--- src/rtl/pic_pkg.sv ---
// Shared types and write-kind codes for the priority interrupt controller.
// Assumes 3-bit priorities; all modules of the controller import this package.
package pic_pkg;
    localparam int PRIO_W = 3;

    typedef logic [PRIO_W-1:0] prio_t;

    // Software write kinds; codes 6 and 7 are ignored by every unit.
    typedef enum logic [2:0] {
        WK_FLAG     = 3'd0,
        WK_ENABLE   = 3'd1,
        WK_PRIO     = 3'd2,
        WK_POLARITY = 3'd3,
        WK_CONTROL  = 3'd4,
        WK_LEVEL    = 3'd5
    } wr_kind_e;
endpackage

--- src/rtl/pic_src_bank.sv ---
// Per-source state: pending flag, enable, priority, edge polarity and line history.
// Assumes lines are already synchronous to clk. An edge on the line wins over a
// software clear of the same flag in the same cycle.
module pic_src_bank
    import pic_pkg::*;
#(
    parameter  int N_SRC = 64,
    localparam int IDX_W = $clog2(N_SRC)
) (
    input  logic                          clk,
    input  logic                          rst_n,
    input  logic [N_SRC-1:0]              line_i,
    input  logic                          wr_en_i,
    input  logic [2:0]                    wr_kind_i,
    input  logic [IDX_W-1:0]              wr_idx_i,
    input  logic [2:0]                    wr_data_i,
    output logic [N_SRC-1:0]              flag_o,
    output logic [N_SRC-1:0]              en_o,
    output logic [N_SRC-1:0][PRIO_W-1:0]  prio_o
);
    for (genvar g = 0; g < N_SRC; g++) begin : g_src
        logic  hit;
        logic  edge_seen;
        logic  flag_q;
        logic  en_q;
        logic  pol_q;
        logic  prev_q;
        prio_t prio_q;

        assign hit       = wr_en_i && (wr_idx_i == IDX_W'(g));
        assign edge_seen = pol_q ? (prev_q & ~line_i[g]) : (~prev_q & line_i[g]);

        // Source registers: edge history, configuration and pending flag.
        always_ff @(posedge clk) begin
            if (!rst_n) begin
                flag_q <= 1'b0;
                en_q   <= 1'b0;
                pol_q  <= 1'b0;
                prev_q <= 1'b0;
                prio_q <= '0;
            end else begin
                prev_q <= line_i[g];
                if (hit && wr_kind_i == WK_ENABLE)   en_q   <= wr_data_i[0];
                if (hit && wr_kind_i == WK_POLARITY) pol_q  <= wr_data_i[0];
                if (hit && wr_kind_i == WK_PRIO)     prio_q <= wr_data_i;
                if (edge_seen)                       flag_q <= 1'b1;
                else if (hit && wr_kind_i == WK_FLAG) flag_q <= wr_data_i[0];
            end
        end

        assign flag_o[g] = flag_q;
        assign en_o[g]   = en_q;
        assign prio_o[g] = prio_q;
    end
endmodule

--- src/rtl/pic_arbiter.sv ---
// Selects the highest-priority pending and enabled source; ties go to the lowest
// index. Priority 0 counts as disabled. Purely combinational.
module pic_arbiter
    import pic_pkg::*;
#(
    parameter  int N_SRC = 64,
    localparam int IDX_W = $clog2(N_SRC)
) (
    input  logic [N_SRC-1:0]              flag_i,
    input  logic [N_SRC-1:0]              en_i,
    input  logic [N_SRC-1:0][PRIO_W-1:0]  prio_i,
    output logic                          found_o,
    output logic [IDX_W-1:0]              idx_o,
    output prio_t                         prio_o
);
    // Downward scan with >= so that the lowest index survives a tie.
    always_comb begin
        found_o = 1'b0;
        idx_o   = '0;
        prio_o  = '0;
        for (int i = N_SRC - 1; i >= 0; i--) begin
            if (flag_i[i] && en_i[i] && (prio_i[i] != '0) && (prio_i[i] >= prio_o)) begin
                found_o = 1'b1;
                prio_o  = prio_i[i];
                idx_o   = IDX_W'(i);
            end
        end
    end
endmodule

--- src/rtl/pic_level_unit.sv ---
// Running level with its save stack, global and nesting controls, and the
// critical-section threshold. Assumes take_i is only raised when the stack
// has room. Acknowledge beats return, and return beats a software level write.
module pic_level_unit
    import pic_pkg::*;
#(
    parameter  int DEPTH = 8,
    localparam int CNT_W = $clog2(DEPTH + 1),
    localparam int PTR_W = (DEPTH > 1) ? $clog2(DEPTH) : 1
) (
    input  logic             clk,
    input  logic             rst_n,
    input  logic             take_i,
    input  prio_t            take_prio_i,
    input  logic             ret_i,
    input  logic             lvl_wr_i,
    input  prio_t            lvl_data_i,
    input  logic             ctrl_wr_i,
    input  logic [1:0]       ctrl_data_i,
    input  logic             crit_load_i,
    input  prio_t            crit_val_i,
    output prio_t            level_o,
    output logic [CNT_W-1:0] depth_o,
    output logic             full_o,
    output logic             gie_o,
    output logic             nest_dis_o,
    output prio_t            thresh_o,
    output prio_t            eff_thresh_o
);
    prio_t            level_q;
    logic [CNT_W-1:0] depth_q;
    logic [CNT_W-1:0] below;
    prio_t            stack_q [DEPTH];
    logic             gie_q;
    logic             nest_dis_q;
    prio_t            thresh_q;

    assign below = depth_q - CNT_W'(1);

    // Running level and stack pointer.
    always_ff @(posedge clk) begin
        if (!rst_n) begin
            level_q <= '0;
            depth_q <= '0;
        end else if (take_i) begin
            level_q <= take_prio_i;
            depth_q <= depth_q + CNT_W'(1);
        end else if (ret_i && depth_q != '0) begin
            level_q <= stack_q[below[PTR_W-1:0]];
            depth_q <= below;
        end else if (lvl_wr_i && !nest_dis_q) begin
            level_q <= lvl_data_i;
        end
    end

    // Stack storage: the level being replaced is written at the top.
    always_ff @(posedge clk) begin
        if (!rst_n) begin
            for (int i = 0; i < DEPTH; i++) stack_q[i] <= '0;
        end else if (take_i) begin
            stack_q[depth_q[PTR_W-1:0]] <= level_q;
        end
    end

    // Global enable and nesting-disable control bits.
    always_ff @(posedge clk) begin
        if (!rst_n) begin
            gie_q      <= 1'b1;
            nest_dis_q <= 1'b0;
        end else if (ctrl_wr_i) begin
            gie_q      <= ctrl_data_i[0];
            nest_dis_q <= ctrl_data_i[1];
        end
    end

    // Critical-section threshold register.
    always_ff @(posedge clk) begin
        if (!rst_n)           thresh_q <= '0;
        else if (crit_load_i) thresh_q <= crit_val_i;
    end

    assign level_o      = level_q;
    assign depth_o      = depth_q;
    assign full_o       = (depth_q == CNT_W'(DEPTH));
    assign gie_o        = gie_q;
    assign nest_dis_o   = nest_dis_q;
    assign thresh_o     = thresh_q;
    assign eff_thresh_o = crit_load_i ? crit_val_i : thresh_q;
endmodule

--- src/rtl/prio_irq_ctrl.sv ---
// Top of the priority interrupt controller. Combines the source bank, the
// arbiter and the level unit, and gates the offered request. Assumes the
// processor raises cpu_ack only while irq_req is high; other acks are ignored.
module prio_irq_ctrl
    import pic_pkg::*;
#(
    parameter  int N_SRC       = 64,
    parameter  int STACK_DEPTH = 8,
    parameter  int VEC_BASE    = 8,
    parameter  int VEC_W       = 8,
    localparam int IDX_W       = $clog2(N_SRC),
    localparam int CNT_W       = $clog2(STACK_DEPTH + 1)
) (
    input  logic             clk,
    input  logic             rst_n,
    input  logic [N_SRC-1:0] irq_lines,
    input  logic             reg_wr_en,
    input  logic [2:0]       reg_wr_kind,
    input  logic [IDX_W-1:0] reg_wr_idx,
    input  logic [2:0]       reg_wr_data,
    input  logic             crit_load,
    input  logic [2:0]       crit_value,
    input  logic             cpu_ack,
    input  logic             cpu_ret,
    input  logic             cpu_sleep,
    input  logic             trap_req,
    output logic             irq_req,
    output logic [VEC_W-1:0] irq_vector,
    output logic [2:0]       irq_prio,
    output logic [2:0]       run_level,
    output logic             handler_active,
    output logic             wake,
    output logic [2:0]       crit_thresh,
    output logic [2:0]       crit_prev
);
    logic [N_SRC-1:0]             src_flag;
    logic [N_SRC-1:0]             src_en;
    logic [N_SRC-1:0][PRIO_W-1:0] src_prio;
    logic                         cand_found;
    logic [IDX_W-1:0]             cand_idx;
    prio_t                        cand_prio;
    prio_t                        level;
    prio_t                        eff_thresh;
    prio_t                        thresh;
    logic [CNT_W-1:0]             depth;
    logic                         stack_full;
    logic                         gie;
    logic                         nest_dis;
    logic                         take;
    logic                         lvl_wr;
    logic                         ctrl_wr;

    pic_src_bank #(.N_SRC(N_SRC)) i_src_bank (
        .clk       (clk),
        .rst_n     (rst_n),
        .line_i    (irq_lines),
        .wr_en_i   (reg_wr_en),
        .wr_kind_i (reg_wr_kind),
        .wr_idx_i  (reg_wr_idx),
        .wr_data_i (reg_wr_data),
        .flag_o    (src_flag),
        .en_o      (src_en),
        .prio_o    (src_prio)
    );

    pic_arbiter #(.N_SRC(N_SRC)) i_arbiter (
        .flag_i  (src_flag),
        .en_i    (src_en),
        .prio_i  (src_prio),
        .found_o (cand_found),
        .idx_o   (cand_idx),
        .prio_o  (cand_prio)
    );

    assign lvl_wr  = reg_wr_en && (reg_wr_kind == WK_LEVEL);
    assign ctrl_wr = reg_wr_en && (reg_wr_kind == WK_CONTROL);
    assign take    = cpu_ack && irq_req;

    pic_level_unit #(.DEPTH(STACK_DEPTH)) i_level_unit (
        .clk          (clk),
        .rst_n        (rst_n),
        .take_i       (take),
        .take_prio_i  (cand_prio),
        .ret_i        (cpu_ret),
        .lvl_wr_i     (lvl_wr),
        .lvl_data_i   (reg_wr_data),
        .ctrl_wr_i    (ctrl_wr),
        .ctrl_data_i  (reg_wr_data[1:0]),
        .crit_load_i  (crit_load),
        .crit_val_i   (crit_value),
        .level_o      (level),
        .depth_o      (depth),
        .full_o       (stack_full),
        .gie_o        (gie),
        .nest_dis_o   (nest_dis),
        .thresh_o     (thresh),
        .eff_thresh_o (eff_thresh)
    );

    // Acceptance gate: global enable, level, threshold, nesting and stack room.
    always_comb begin
        irq_req = gie && cand_found
               && (cand_prio > level)
               && (cand_prio > eff_thresh)
               && !(nest_dis && depth != '0)
               && !stack_full;
    end

    assign irq_vector     = VEC_W'(VEC_BASE) + VEC_W'(cand_idx);
    assign irq_prio       = cand_prio;
    assign run_level      = level;
    assign handler_active = (depth != '0);
    assign wake           = cpu_sleep && (trap_req || (gie && cand_found));
    assign crit_thresh    = eff_thresh;
    assign crit_prev      = thresh;
endmodule

--- config.mk ---
export PLATFORM = sky130hd
export DESIGN_NAME = prio_irq_ctrl
export DESIGN_NICKNAME = d
export VERILOG_FILES = /design/src/rtl/pic_pkg.sv /design/src/rtl/pic_src_bank.sv /design/src/rtl/pic_arbiter.sv /design/src/rtl/pic_level_unit.sv /design/src/rtl/prio_irq_ctrl.sv
export SDC_FILE = /design/constraint.sdc
export NUM_CORES = 2
export LEC_CHECK = 0
export BUFFER_PORTS_ARGS = -buffer_cell sky130_fd_sc_hd__buf_2
export CAP_MARGIN = 10
export CORE_UTILIZATION = 44
export DETAILED_ROUTE_END_ITERATION = 10
export PLACE_DENSITY = 0.69
export SLEW_MARGIN = 5
export SYNTH_ARGS = -nofsm -noshare
export SYNTH_HDL_FRONTEND = slang
export SYNTH_HIERARCHICAL = 1
export SYNTH_SLANG_ARGS = --single-unit
export TNS_END_PERCENT = 1
--- constraint.sdc ---
create_clock -name clk -period 99 [get_ports clk]
set_input_delay 19.8 -clock clk [delete_from_list [all_inputs] [get_ports clk]]
set_output_delay 19.8 -clock clk [all_outputs]
set_load 0.01 [all_outputs]
==> impl_metrics.json <==
{
  "grt.overflow.total": 0,
  "yosysWarnings": 6,
  "drive_gt1_share_pct": 21.02,
  "ir_worst_vdd_uv": 12.94,
  "synth_compound_area_share_pct": 24.78,
  "violations": "setup timing",
  "ys_seq_area_share_pct": 30.80,
  "critical_path_required_ns": 79.20,
  "die_w_um": 272.7,
  "clockBufferDepth": 3,
  "fin_skew_ns": 0.01097,
  "synthMuxAreaShare_pct": 7.413,
  "nNetsFinal": 4219,
  "clk_latency_ns": 0.62,
  "start_util_pct": 44.79,
  "grt_max_degree": 125,
  "ant_nets": 0,
  "cts_buffers": 53,
  "synthCells": 3924,
  "area_growth_pct": 15.89,
  "cts.sinks": 484,
  "netlist_area_um2": 32240,
  "fin_util_pct": 51.91,
  "worst_slew_pin_slew_ns": 1.194,
  "pwr-share-comb_pct": 10.5,
  "finalWirelength_um": 108300,
  "synthAdderAreaFrac_pct": 3.656,
  "p_seq_share_pct": 45.0,
  "multi_input_area_um2": 20690,
  "routedWlPerCell_um": 21.45,
  "slew_viol_final": 0,
  "p_sw_share_pct": 27.31,
  "synth_area_per_cell_um2": 8.215,
  "setup.worst_path.class": "reg2out",
  "dieArea_um2": 74350,
  "antenna_found_initial": 16,
  "via_count": 31866,
  "syn_nets": 4090,
  "drt_iter0_drc": 3286,
  "hp-class": "reg2reg",
  "ys_types": 138,
  "p_per_area_nw_per_um2": 12.47,
  "worstSetupStartpointType": "register",
  "rsz0062_at_grt": "true",
  "nFillCells": 6687,
  "synth_edf_count": 24,
  "cp_slowest_cell": "or3b_2",
  "max_stage_delay_ns": 0.48,
  "maxSlewHeadroom_pct": 20.41,
  "layout_setup_ws_ns": -3.324,
  "clk_pin_slew_ns": 0.06,
  "ys_ff_latch": 484,
  "p_leak_uw": 0.01492,
  "post-route-period-util_pct": 103.4,
  "avgViaCountPerCell": 6.311,
  "final_hold_viol_count": 0,
  "critPathMaxFanout": 5,
  "layout_common_cells": "458 x dfxtp_1, 390 x nand2_1, 358 x buf_4, 221 x a21oi_1, 201 x mux2i_1",
  "cp-end-kind": "primary output",
  "synth_xor_area_share_pct": 0.08151,
  "clock-root-buffer": "clkbuf_16",
  "p_sw_uw": 127.3,
  "drc_errors": 0,
  "worstPathArrival_ns": 82.52,
  "fmax_mhz": 9.773,
  "coreArea_um2": 71980,
  "setup_viol": 12,
  "regArea_um2": 9932,
  "gp_congestion": 0.9564,
  "final_common_cell": "dfxtp_1",
  "dpl.hpwl_um": 72700,
  "cts_tree": "done",
  "placed_cell_area_um2": 35000,
  "maxCapViolCount": 0,
  "synth_top_family_by_area": "simple AND/OR/NAND/NOR gates",
  "finalCriticalPeriod_ns": 102.32,
  "tns_ns": -34.03,
  "synthSimpleGateAreaFrac_pct": 25.23,
  "ios": 110,
  "synth_ff_type": "dfxtp_1",
  "critPathMostFrequentCell": "ha_1",
  "numPortBuffers": 108,
  "h-tree-depth": 2,
  "grt_pass1_wl_um": 167100,
  "status": "finished with violations",
  "p_clk_share_pct": 44.5,
  "grt_pass1_vias": 29459,
  "rows": 98,
  "dr.pass1.iters": 7,
  "fp.dieH_um": 272.7,
  "grt_usage_pct": 28.18,
  "async_flop_share_pct": 0,
  "final_area_um2": 37360,
  "power.internal_uw": 338.7
}
## state kept, by name, summed over array words and instances (netlist names)
| register | flops |
|---|---|
| i_src_bank/g_src.prio_q | 192 |
| i_src_bank/g_src.en_q | 64 |
| i_src_bank/g_src.flag_q | 64 |
| i_src_bank/g_src.pol_q | 64 |
| i_src_bank/g_src.prev_q | 64 |
| i_level_unit/stack_q | 24 |
| i_level_unit/depth_o | 4 |
| i_level_unit/level_o | 3 |
| i_level_unit/thresh_o | 3 |
| i_level_unit/gie_o | 1 |
| i_level_unit/nest_dis_o | 1 |
## cells by family after synthesis
group | count (synthesis)
compound gates | 1113
xor+xnor | 3
fa+ha+maj | 98
buf+inv | 524
flops | 484
mux | 227
other cells | 1
simple gates | 1474
## critical path: cells and delay by family, from the launching register on
family                   cells  cell delay (ns)
adder cells (fa/ha/maj)     75            20.94
multiplexers                15             4.31
AND/OR/NAND/NOR            164            22.41
AO/OA/AOI/OAI              192            31.90
flip-flops                   1             0.36
buffers and inverters       20             1.88
## final timing paths
kind | start | slack, ns | depth (start not counted) | endpoint
setup / recovery | i_src_bank/g_src[63].en_q | -3.32 | 466 | irq_req
hold / removal | i_src_bank/g_src[10].prio_q[0] | 0.47 | 2 | i_src_bank/g_src[10].prio_q[0]
setup reg to reg | i_src_bank/g_src[63].en_q | 15.67 | 471 | i_level_unit/stack_q[0][0]
hold reg to reg | i_src_bank/g_src[10].prio_q[0] | 0.47 | 2 | i_src_bank/g_src[10].prio_q[0]
## power by group through the flow
stage / clock network (µW) / registers [µW] / logic [µW]
5_1_grt: 217 / 210 / 51.8
3_5_place_dp: 0 / 214 / 47.6
3_3_place_gp: 0 / 213 / 46.7
4_1_cts: 209 / 210 / 48.0
2_1_floorplan: 0 / 209 / 38.4
6_report: 207 / 210 / 48.9
## metrics by stage
stage | std cells | setup WS [ns] | total power, µW | hold slack, ns
after floorplan | 3924 | 0.02179 | 247.4 | 0.4374
after global placement | 4903 | -2.413 | 260.1 | 0.4481
after detailed placement | 4903 | -3.595 | 261.4 | 0.4563
after CTS | 5046 | -2.856 | 466.7 | 0.4663
after global routing | 5049 | -8.678 | 479.3 | 0.4837
final | 5049 | -3.324 | 466.0 | 0.4650
## synthesized netlist by cell type, types with 14 or more instances
cell type	n	area [µm²]
dfxtp_1	460	9209
nand2_1	398	1494
a21oi_1	245	1226
mux2i_1	204	2042
clkbuf_1	194	728.2
nand3_1	181	905.9
nor2_1	171	641.9
buf_4	136	1021
and2_1	132	825.8
inv_1	130	488.0
o21ai_0	125	625.6
o31ai_1	123	923.4
nand4_1	119	744.5
a31oi_1	99	619.3
nand2b_1	81	506.7
ha_1	79	988.5
nor3b_1	70	525.5
o41ai_1	67	586.8
nor2b_1	65	406.6
o311ai_0	59	516.8
buf_2	53	265.3
nor3_1	41	205.2
and3_1	40	250.2
o311ai_1	30	262.8
a211oi_1	29	217.7
o211ai_1	29	217.7
a21o_1	28	210.2
o21a_1	26	195.2
edfxtp_1	24	720.7
o2111ai_1	23	201.4
and3b_1	22	192.7
maj3_1	19	190.2
or3_1	18	112.6
nor3_2	17	170.2
or2_2	16	100.1
mux2_2	15	168.9
a31o_2	14	122.6
## layout make-up
| class | count | area share [%] |
|---|---|---|
| multi-input combinational | 2916 | 55.38 |
| sequential | 484 | 26.58 |
| timing repair buffer | 466 | 8.724 |
| clock buffer | 70 | 3.972 |
| tap | 950 | 3.182 |
| inverter | 132 | 1.330 |
| clock inverter | 29 | 0.8172 |
| antenna | 2 | 0.01340 |
## routing by layer
layer	global-route usage (%)	wire length, µm
met4	11.06	4294
met2	44.32	47660
met5	0	137
met1	38.24	46710
met3	4.736	9494
## timing repair
item | CTS | global route
hold buffers | 0 | 0
endpoints found under the setup margin | 12 | 12
buffers inserted | 44 | 1
resized for setup | 41 | 13
pin swaps | 60 | 5
Note: power is estimated with default switching activity, not from simulation.
